### src/rtl/canrx_pkg.sv
package canrx_pkg;
  localparam int ID_W   = 29;
  localparam int DLC_W  = 4;
  localparam int DATA_W = 64;

  typedef struct packed {
    logic [ID_W-1:0]   id;
    logic [DLC_W-1:0]  dlc;
    logic [DATA_W-1:0] data;
  } frame_t;

  localparam int FRAME_W = $bits(frame_t);
endpackage

### src/rtl/canrx_store.sv
module canrx_store #(
  parameter int DEPTH = 3,
  parameter int MSG_W = 97,
  localparam int PTR_W = (DEPTH > 1) ? $clog2(DEPTH) : 1,
  localparam int CNT_W = $clog2(DEPTH + 1)
) (
  input  logic             clk,
  input  logic             rst_n,
  input  logic             in_valid,
  input  logic [MSG_W-1:0] in_msg,
  input  logic             lock_mode,
  input  logic             release_req,
  output logic [MSG_W-1:0] head_msg,
  output logic [CNT_W-1:0] cnt,
  output logic             fill_evt,
  output logic             drain_evt,
  output logic             ovr_evt
);
  logic [DEPTH-1:0][MSG_W-1:0] mem_q;
  logic [PTR_W-1:0] rd_ptr_q, wr_ptr_q, newest_idx;
  logic [CNT_W-1:0] cnt_q;
  logic pop, push, room, ovw;

  function automatic logic [PTR_W-1:0] ptr_inc(input logic [PTR_W-1:0] p);
    return (p == PTR_W'(DEPTH - 1)) ? '0 : p + PTR_W'(1);
  endfunction

  always_comb begin
    room       = (cnt_q != CNT_W'(DEPTH));
    pop        = release_req && (cnt_q != '0);
    push       = in_valid && (room || pop);
    ovr_evt    = in_valid && !room && !pop;
    ovw        = ovr_evt && !lock_mode;
    newest_idx = (wr_ptr_q == '0) ? PTR_W'(DEPTH - 1) : wr_ptr_q - PTR_W'(1);
    fill_evt   = push && !pop && (cnt_q == CNT_W'(DEPTH - 1));
    drain_evt  = pop && !push && (cnt_q == CNT_W'(DEPTH));
  end

  for (genvar i = 0; i < DEPTH; i++) begin : g_slot
    logic we;
    assign we = (push && (wr_ptr_q == PTR_W'(i))) || (ovw && (newest_idx == PTR_W'(i)));
    always_ff @(posedge clk) begin
      if (!rst_n)  mem_q[i] <= '0;
      else if (we) mem_q[i] <= in_msg;
    end
  end

  always_ff @(posedge clk) begin
    if (!rst_n) begin
      rd_ptr_q <= '0;
      wr_ptr_q <= '0;
      cnt_q    <= '0;
    end else begin
      if (pop)  rd_ptr_q <= ptr_inc(rd_ptr_q);
      if (push) wr_ptr_q <= ptr_inc(wr_ptr_q);
      cnt_q <= cnt_q + CNT_W'(push) - CNT_W'(pop);
    end
  end

  assign head_msg = mem_q[rd_ptr_q];
  assign cnt      = cnt_q;

  AST_CNT_BOUND: assert property (@(posedge clk) disable iff (!rst_n)
    cnt_q <= CNT_W'(DEPTH));
  AST_EMPTY_RELEASE: assert property (@(posedge clk) disable iff (!rst_n)
    (release_req && cnt_q == '0 && !in_valid) |=> (cnt_q == '0));
  AST_SWAP_AT_FULL: assert property (@(posedge clk) disable iff (!rst_n)
    (in_valid && release_req && cnt_q == CNT_W'(DEPTH)) |=> (cnt_q == CNT_W'(DEPTH)));
  AST_OVR_KEEPS_CNT: assert property (@(posedge clk) disable iff (!rst_n)
    ovr_evt |=> (cnt_q == CNT_W'(DEPTH)));
  AST_LOCK_DISCARD: assert property (@(posedge clk) disable iff (!rst_n)
    (ovr_evt && lock_mode) |=> $stable(mem_q));
endmodule

### src/rtl/canrx_flags.sv
module canrx_flags #(
  parameter int DEPTH = 3,
  localparam int CNT_W = $clog2(DEPTH + 1)
) (
  input  logic             clk,
  input  logic             rst_n,
  input  logic [CNT_W-1:0] cnt,
  input  logic             fill_evt,
  input  logic             drain_evt,
  input  logic             ovr_evt,
  input  logic             clr_full,
  input  logic             clr_ovr,
  output logic             full_q,
  output logic             ovr_q
);
  always_ff @(posedge clk) begin
    if (!rst_n) begin
      full_q <= 1'b0;
      ovr_q  <= 1'b0;
    end else begin
      if (fill_evt)                   full_q <= 1'b1;
      else if (drain_evt || clr_full) full_q <= 1'b0;
      if (ovr_evt)      ovr_q <= 1'b1;
      else if (clr_ovr) ovr_q <= 1'b0;
    end
  end

  AST_FULL_NEEDS_DEPTH: assert property (@(posedge clk) disable iff (!rst_n)
    full_q |-> (cnt == CNT_W'(DEPTH)));
  AST_OVR_STICKY: assert property (@(posedge clk) disable iff (!rst_n)
    (ovr_q && !clr_ovr) |=> ovr_q);
endmodule

### src/rtl/canrx_irq.sv
module canrx_irq #(
  parameter int CNT_W = 2
) (
  input  logic             clk,
  input  logic             rst_n,
  input  logic [CNT_W-1:0] cnt,
  input  logic             full,
  input  logic             ovr,
  input  logic             ie_pend,
  input  logic             ie_full,
  input  logic             ie_ovr,
  output logic             irq_pend,
  output logic             irq_full,
  output logic             irq_ovr
);
  assign irq_pend = (cnt != '0) && ie_pend;
  assign irq_full = full && ie_full;
  assign irq_ovr  = ovr && ie_ovr;

  AST_IRQ_MASKED: assert property (@(posedge clk) disable iff (!rst_n)
    (!ie_pend && !ie_full && !ie_ovr) |-> !(irq_pend || irq_full || irq_ovr));
endmodule

### src/rtl/canrx_fifo.sv
module canrx_fifo
  import canrx_pkg::*;
#(
  parameter int DEPTH = 3,
  localparam int CNT_W = $clog2(DEPTH + 1)
) (
  input  logic              clk,
  input  logic              rst_n,
  input  logic              in_valid,
  input  logic [ID_W-1:0]   in_id,
  input  logic [DLC_W-1:0]  in_dlc,
  input  logic [DATA_W-1:0] in_data,
  input  logic              lock_mode,
  output logic              out_valid,
  input  logic              out_ready,
  output logic [ID_W-1:0]   out_id,
  output logic [DLC_W-1:0]  out_dlc,
  output logic [DATA_W-1:0] out_data,
  output logic [CNT_W-1:0]  pend_cnt,
  output logic              full_flag,
  output logic              ovr_flag,
  input  logic              clr_full,
  input  logic              clr_ovr,
  input  logic              ie_pend,
  input  logic              ie_full,
  input  logic              ie_ovr,
  output logic              irq_pend,
  output logic              irq_full,
  output logic              irq_ovr
);
  frame_t in_frm, head_frm;
  logic [FRAME_W-1:0] head_bits;
  logic fill_evt, drain_evt, ovr_evt;

  assign in_frm = '{id: in_id, dlc: in_dlc, data: in_data};

  canrx_store #(.DEPTH(DEPTH), .MSG_W(FRAME_W)) u_store (
    .clk(clk), .rst_n(rst_n), .in_valid(in_valid), .in_msg(in_frm),
    .lock_mode(lock_mode), .release_req(out_ready), .head_msg(head_bits),
    .cnt(pend_cnt), .fill_evt(fill_evt), .drain_evt(drain_evt), .ovr_evt(ovr_evt)
  );

  canrx_flags #(.DEPTH(DEPTH)) u_flags (
    .clk(clk), .rst_n(rst_n), .cnt(pend_cnt), .fill_evt(fill_evt),
    .drain_evt(drain_evt), .ovr_evt(ovr_evt), .clr_full(clr_full),
    .clr_ovr(clr_ovr), .full_q(full_flag), .ovr_q(ovr_flag)
  );

  canrx_irq #(.CNT_W(CNT_W)) u_irq (
    .clk(clk), .rst_n(rst_n), .cnt(pend_cnt), .full(full_flag), .ovr(ovr_flag),
    .ie_pend(ie_pend), .ie_full(ie_full), .ie_ovr(ie_ovr),
    .irq_pend(irq_pend), .irq_full(irq_full), .irq_ovr(irq_ovr)
  );

  assign head_frm  = frame_t'(head_bits);
  assign out_valid = (pend_cnt != '0);
  assign out_id    = head_frm.id;
  assign out_dlc   = head_frm.dlc;
  assign out_data  = head_frm.data;

  AST_CLEAR_NO_COUNT: assert property (@(posedge clk) disable iff (!rst_n)
    (!in_valid && !out_ready) |=> $stable(pend_cnt));
endmodule

### config.mk
export PLATFORM = sky130hd
export DESIGN_NAME = canrx_fifo
export DESIGN_NICKNAME = d
export VERILOG_FILES = /design/src/rtl/canrx_pkg.sv /design/src/rtl/canrx_store.sv /design/src/rtl/canrx_flags.sv /design/src/rtl/canrx_irq.sv /design/src/rtl/canrx_fifo.sv
export SDC_FILE = /design/constraint.sdc
export NUM_CORES = 1
export LEC_CHECK = 0
export ABC_AREA = 1
export BUFFER_PORTS_ARGS = -buffer_cell sky130_fd_sc_hd__buf_4
export CORE_ASPECT_RATIO = 2
export CORE_MARGIN = 5
export CORE_UTILIZATION = 40
export CTS_CLUSTER_SIZE = 16
export DETAILED_ROUTE_END_ITERATION = 10
export HOLD_SLACK_MARGIN = 0.05
export PLACE_DENSITY = 0.66
export SYNTH_ARGS = -nofsm -noshare
export SYNTH_HDL_FRONTEND = slang
export SYNTH_SLANG_ARGS = --single-unit
### constraint.sdc
create_clock -name clk -period 3.52 [get_ports clk]
set_clock_uncertainty 0.15 [all_clocks]
set_input_delay 0.704 -clock clk [delete_from_list [all_inputs] [get_ports clk]]
set_output_delay 0.704 -clock clk [all_outputs]
set_load 0.1 [all_outputs]
== After elaboration in Yosys (flattened, before gate mapping) ==
Index checks and enable logic that the tools add are counted.
Word-level totals
  flip-flop bits (word level): 299
  input port bits: 107
  output and inout port bits: 105
  logic and storage cells: 63
Operators by class
  add/sub/neg operators: 5
  magnitude comparators: 1
  eq/ne operators: 8
  muxes and demuxes: 9
  reduce and logical (&&, ||, !) cells: 32
Operator list (count)
  $bmux W97 S2: 1
  $mux W97: 1
  $logic_and A1 B1 Y1: 18
  $eq A2 B2 Y1 const B: 5
  $mux W2: 3
  $reduce_bool A2 Y1: 3
  $logic_or A1 B1 Y1: 5
  $add A2 B1 Y2 const B: 2
  $eq A2 B1 Y1 const B: 2
  $logic_not A1 Y1: 4
  $logic_not A2 Y1: 2
  $mux W1: 4
  $lt A2 B3 Y1 const B: 1
  $add A2 B1 Y2: 1
  $ne A2 B2 Y1 const B: 1
  $sub A2 B1 Y2: 1
  $sub A2 B1 Y2 const B: 1

== Logic depth before layout (Yosys ltp) ==
  depth after elaboration: 10
  depth in mapped cells: 9
  depth with buffers taken out: 9

== Modules after synthesis ==
From an unflattened synthesis, not the netlist that was laid out.
Second synthesis, totals
  cell total of the unflattened synthesis: 2208
  area, all modules: 14746.6 µm²
Modules (own cells, without submodules)
  canrx_store: instances 1, cells an instance 2187, area each 14622.8 µm²
  canrx_flags: instances 1, cells an instance 11, area each 86.3 µm²
  canrx_irq: instances 1, cells an instance 7, area each 26.3 µm²
  canrx_fifo: instances 1, cells an instance 3, area each 11.3 µm²

== Worst setup path after synthesis ==
No wires, ideal clock.
  path kind: flip-flop to output port
  start: register u_store.rd_ptr_q[0]
  end: output port out_dlc[1]
  arrival: 2.957 ns
  required time: 2.666 ns
  setup slack: -0.291 ns
  stages on the path, launching flop included: 6
  cells stage by stage: dfxtp_1 -> inv_1 -> nand2_1 -> clkbuf_1 -> clkbuf_1 -> o21ai_0
Between the ends
  word-level cells in the longest chain between the ends: 2
RTL lines
  start: declaration: line canrx_store.sv:20  | logic [PTR_W-1:0] rd_ptr_q, wr_ptr_q, newest_idx;
  start signal: assignment: line canrx_store.sv:54  | if (pop) rd_ptr_q <= ptr_inc(rd_ptr_q);
  $bmux W97 S2: line canrx_store.sv:60  | assign head_msg = mem_q[rd_ptr_q];
  $mux W97 (implied by the code): line canrx_store.sv:60
  end: declaration: line canrx_fifo.sv:17  | output logic [DLC_W-1:0] out_dlc,
No other way between the ends. The select of a mux whose other input is x is not followed.

== Worst setup path in the final report ==
  start: register u_store.rd_ptr_q[1]
  end: output port out_id[21]
Between the ends
  word-level cells in the longest chain between the ends: 2
RTL lines
  $bmux W97 S2: line canrx_store.sv:60
  $mux W97 (implied by the code): line canrx_store.sv:60
  end: declaration: line canrx_fifo.sv:16  | output logic [ID_W-1:0] out_id,
No other way between the ends. The select of a mux whose other input is x is not followed.

==> metrics.yaml <==
synth.area.mux_share_pct: 0
crit_fanout: 25
gp_congestion: 0.797
final.period_utilization_pct: 91.8
vias: 14400
layout_common_cells: "inv_1 (306), nand2_1 (299), dfxtp_1 (299), a21oi_1 (298), nor2_1 (295)"
synth_fa_ha_area_share_pct: 0.589
max_clock_freq_mhz: 310
h-tree-depth: 1
p_leak_nw: 8.43
viasPerCell: 5.22
ys_types: 19
slew_headroom_pct: 20.0
cp-start-kind: "flip-flop"
die_w_microns: 146
grt_pass1_wl_mm: 69.5
ys_ff_latch: 299
synthXorXnorAreaFrac_pct: 0.0589
dp.cells: 2712
syn_inst: 2200
syn2layout_area_growth_pct: 17.0
ys_seq_area_share_pct: 40.3
cts_setup_buffers: 0
tritoncts: "built"
power_density_mw_per_mm2: 650
crit_path_end_kind: "primary output"
cap_violations: 0
grt_max_degree: 141
postRouteAntennaNets: 0
required_ns: 2.67
cts_sinks: 299
hold_slack_ns: 0.243
period_minus_slack_ns: 3.23
async_flop_share_pct: 0
synthFlopType: "dfxtp_1"
arrival_ns: 2.38
final_common_cell: "inv_1"
firstDrtPassIters: 5
synth_nets: 2314
drtIter0Drc: 872
path_clk_slew_ns: 0.06
critical_path_class: "reg -> out"
syn_avg_cell_area_sq_um: 6.76
postCtsHoldBufs: 0
grt_pass1_vias: 13600
die_h_microns: 283
port-buffer-count: 211
synthesis.area_sq_mm: 0.0149
clockBufferDepth: 3
synth_warnings: 0
cts_buffers: 28
fin_cells: 2764
grt_use_total_pct: 20.0
clock_latency_ns: 0.55
finalSetupViolCount: 0
routedWlPerCell_microns: 15.8
hpwl_mm: 26.7
synthSimpleGateAreaFrac_pct: 25.5
drive_above_1_share_pct: 12.9
num-nets-final: 2397
cts_root_buffer: "clkbuf_16"
fp.dieArea_sq_mm: 0.0414
final-max-slew-violation-count: 0
drc: 0
synth_edf_count: 0
worst_pin_slew_ns: 1.20
rsz0062_at_grt: "no"
synth_top_family_by_area: "simple AND/OR/NAND/NOR gates"
hold_class: "in -> reg"
start_util_pct: 40.2
core_region_area_sq_mm: 0.0370
ir_worst_vdd_v: 0.000530
cts.repair.resized: 0
row_count: 100
hold_violations: 0
grt_overflow: 0
status: "completed"
io_pins: 212
wirelength_mm: 43.6
dpl_worst_slack_ns: 0.830
fin_ws_ns: 0.290
grt_antenna_before_repair: 1
synth_compound_area_share_pct: 18.5
## power by group
group	leakage [nW]	switching, mW	internal, mW
clock	0.455	1.33	1.72
combinational	5.52	3.30	1.07
sequential	2.45	0.164	3.71
## per-layer routing
metal | vias up | track usage, % | share of wire, %
li1 | 7228 | - | -
met1 | 6794 | 23.2 | 40
met2 | 340 | 37.3 | 52
met3 | 66 | 2.71 | 4.5
met4 | 0 | 7.32 | 3.2
met5 | - | 0 | 0
## metrics by stage
stage / power, mW / instance area, sq um / TNS, ns / util (%)
2_1_floorplan: 7.21 / 14900 / -9.57 / -
3_3_place_gp: 8.28 / 16500 / 0 / 44.5
3_5_place_dp: 8.34 / 16500 / 0 / 44.5
4_1_cts: 11.4 / 17400 / 0 / 47.0
5_1_grt: 11.8 / 17400 / 0 / 47.0
6_report: 11.3 / 17400 / 0 / 47.0
## flip-flops by register name (all words and copies together), names as in the netlist
signal	cells
u_store.cnt	2
u_store.rd_ptr_q	2
u_flags.ovr_q	1
u_store.mem_q	291
u_flags.full_q	1
u_store.wr_ptr_q	2
## critical path: stages, from the launching register on
cell,delay (ns)
dfxtp_1,0.50
nand2_4,0.27
buf_4,0.32
o21ai_0,0.34
buf_4,0.36
## worst paths after layout
path	from	to	slack, ns	cells past startpoint
worst min-delay path	in_data[20]	u_store.mem_q[214]$_SDFFE_PN0P_	0.24	3
worst max register to register	u_store.wr_ptr_q[1]$_SDFFE_PN0P_	u_store.mem_q[38]$_SDFFE_PN0P_	1.11	7
worst max-delay path	u_store.rd_ptr_q[1]$_SDFFE_PN0P_	out_id[21]	0.29	4
worst min register to register	u_store.mem_q[3]$_SDFFE_PN0P_	u_store.mem_q[3]$_SDFFE_PN0P_	0.39	4
## layout make-up
type | count | area [sq um]
diodes | 1 | 2.50
flip-flops and latches | 299 | 5990
repair buffers | 243 | 2070
well taps | 459 | 574
multi-input cells | 1405 | 6690
inverters | 306 | 1150
fillers | 3702 | 19600
clock buffers | 46 | 890
clock inverters | 5 | 33.8
## Yosys cell counts, types with 7 or more instances
cell / instances / share of area [%]
buf_2: 74 / 2.5
buf_6: 39 / 3.0
nor2_1: 297 / 7.5
a21oi_1: 298 / 10
o21ai_0: 102 / 3.4
nand2_1: 300 / 7.6
nand3_1: 293 / 9.9
inv_1: 306 / 7.7
ha_1: 7 / 0.59
a22oi_1: 97 / 4.9
dfxtp_1: 299 / 40
clkbuf_1: 74 / 1.9
## kinds of logic after synthesis
logic type	count (synthesis)
fa+ha+maj	7
xor+xnor	1
flops	299
compound gates	499
buf+inv	496
simple gates	898
Power figures use the tool's default switching activity.
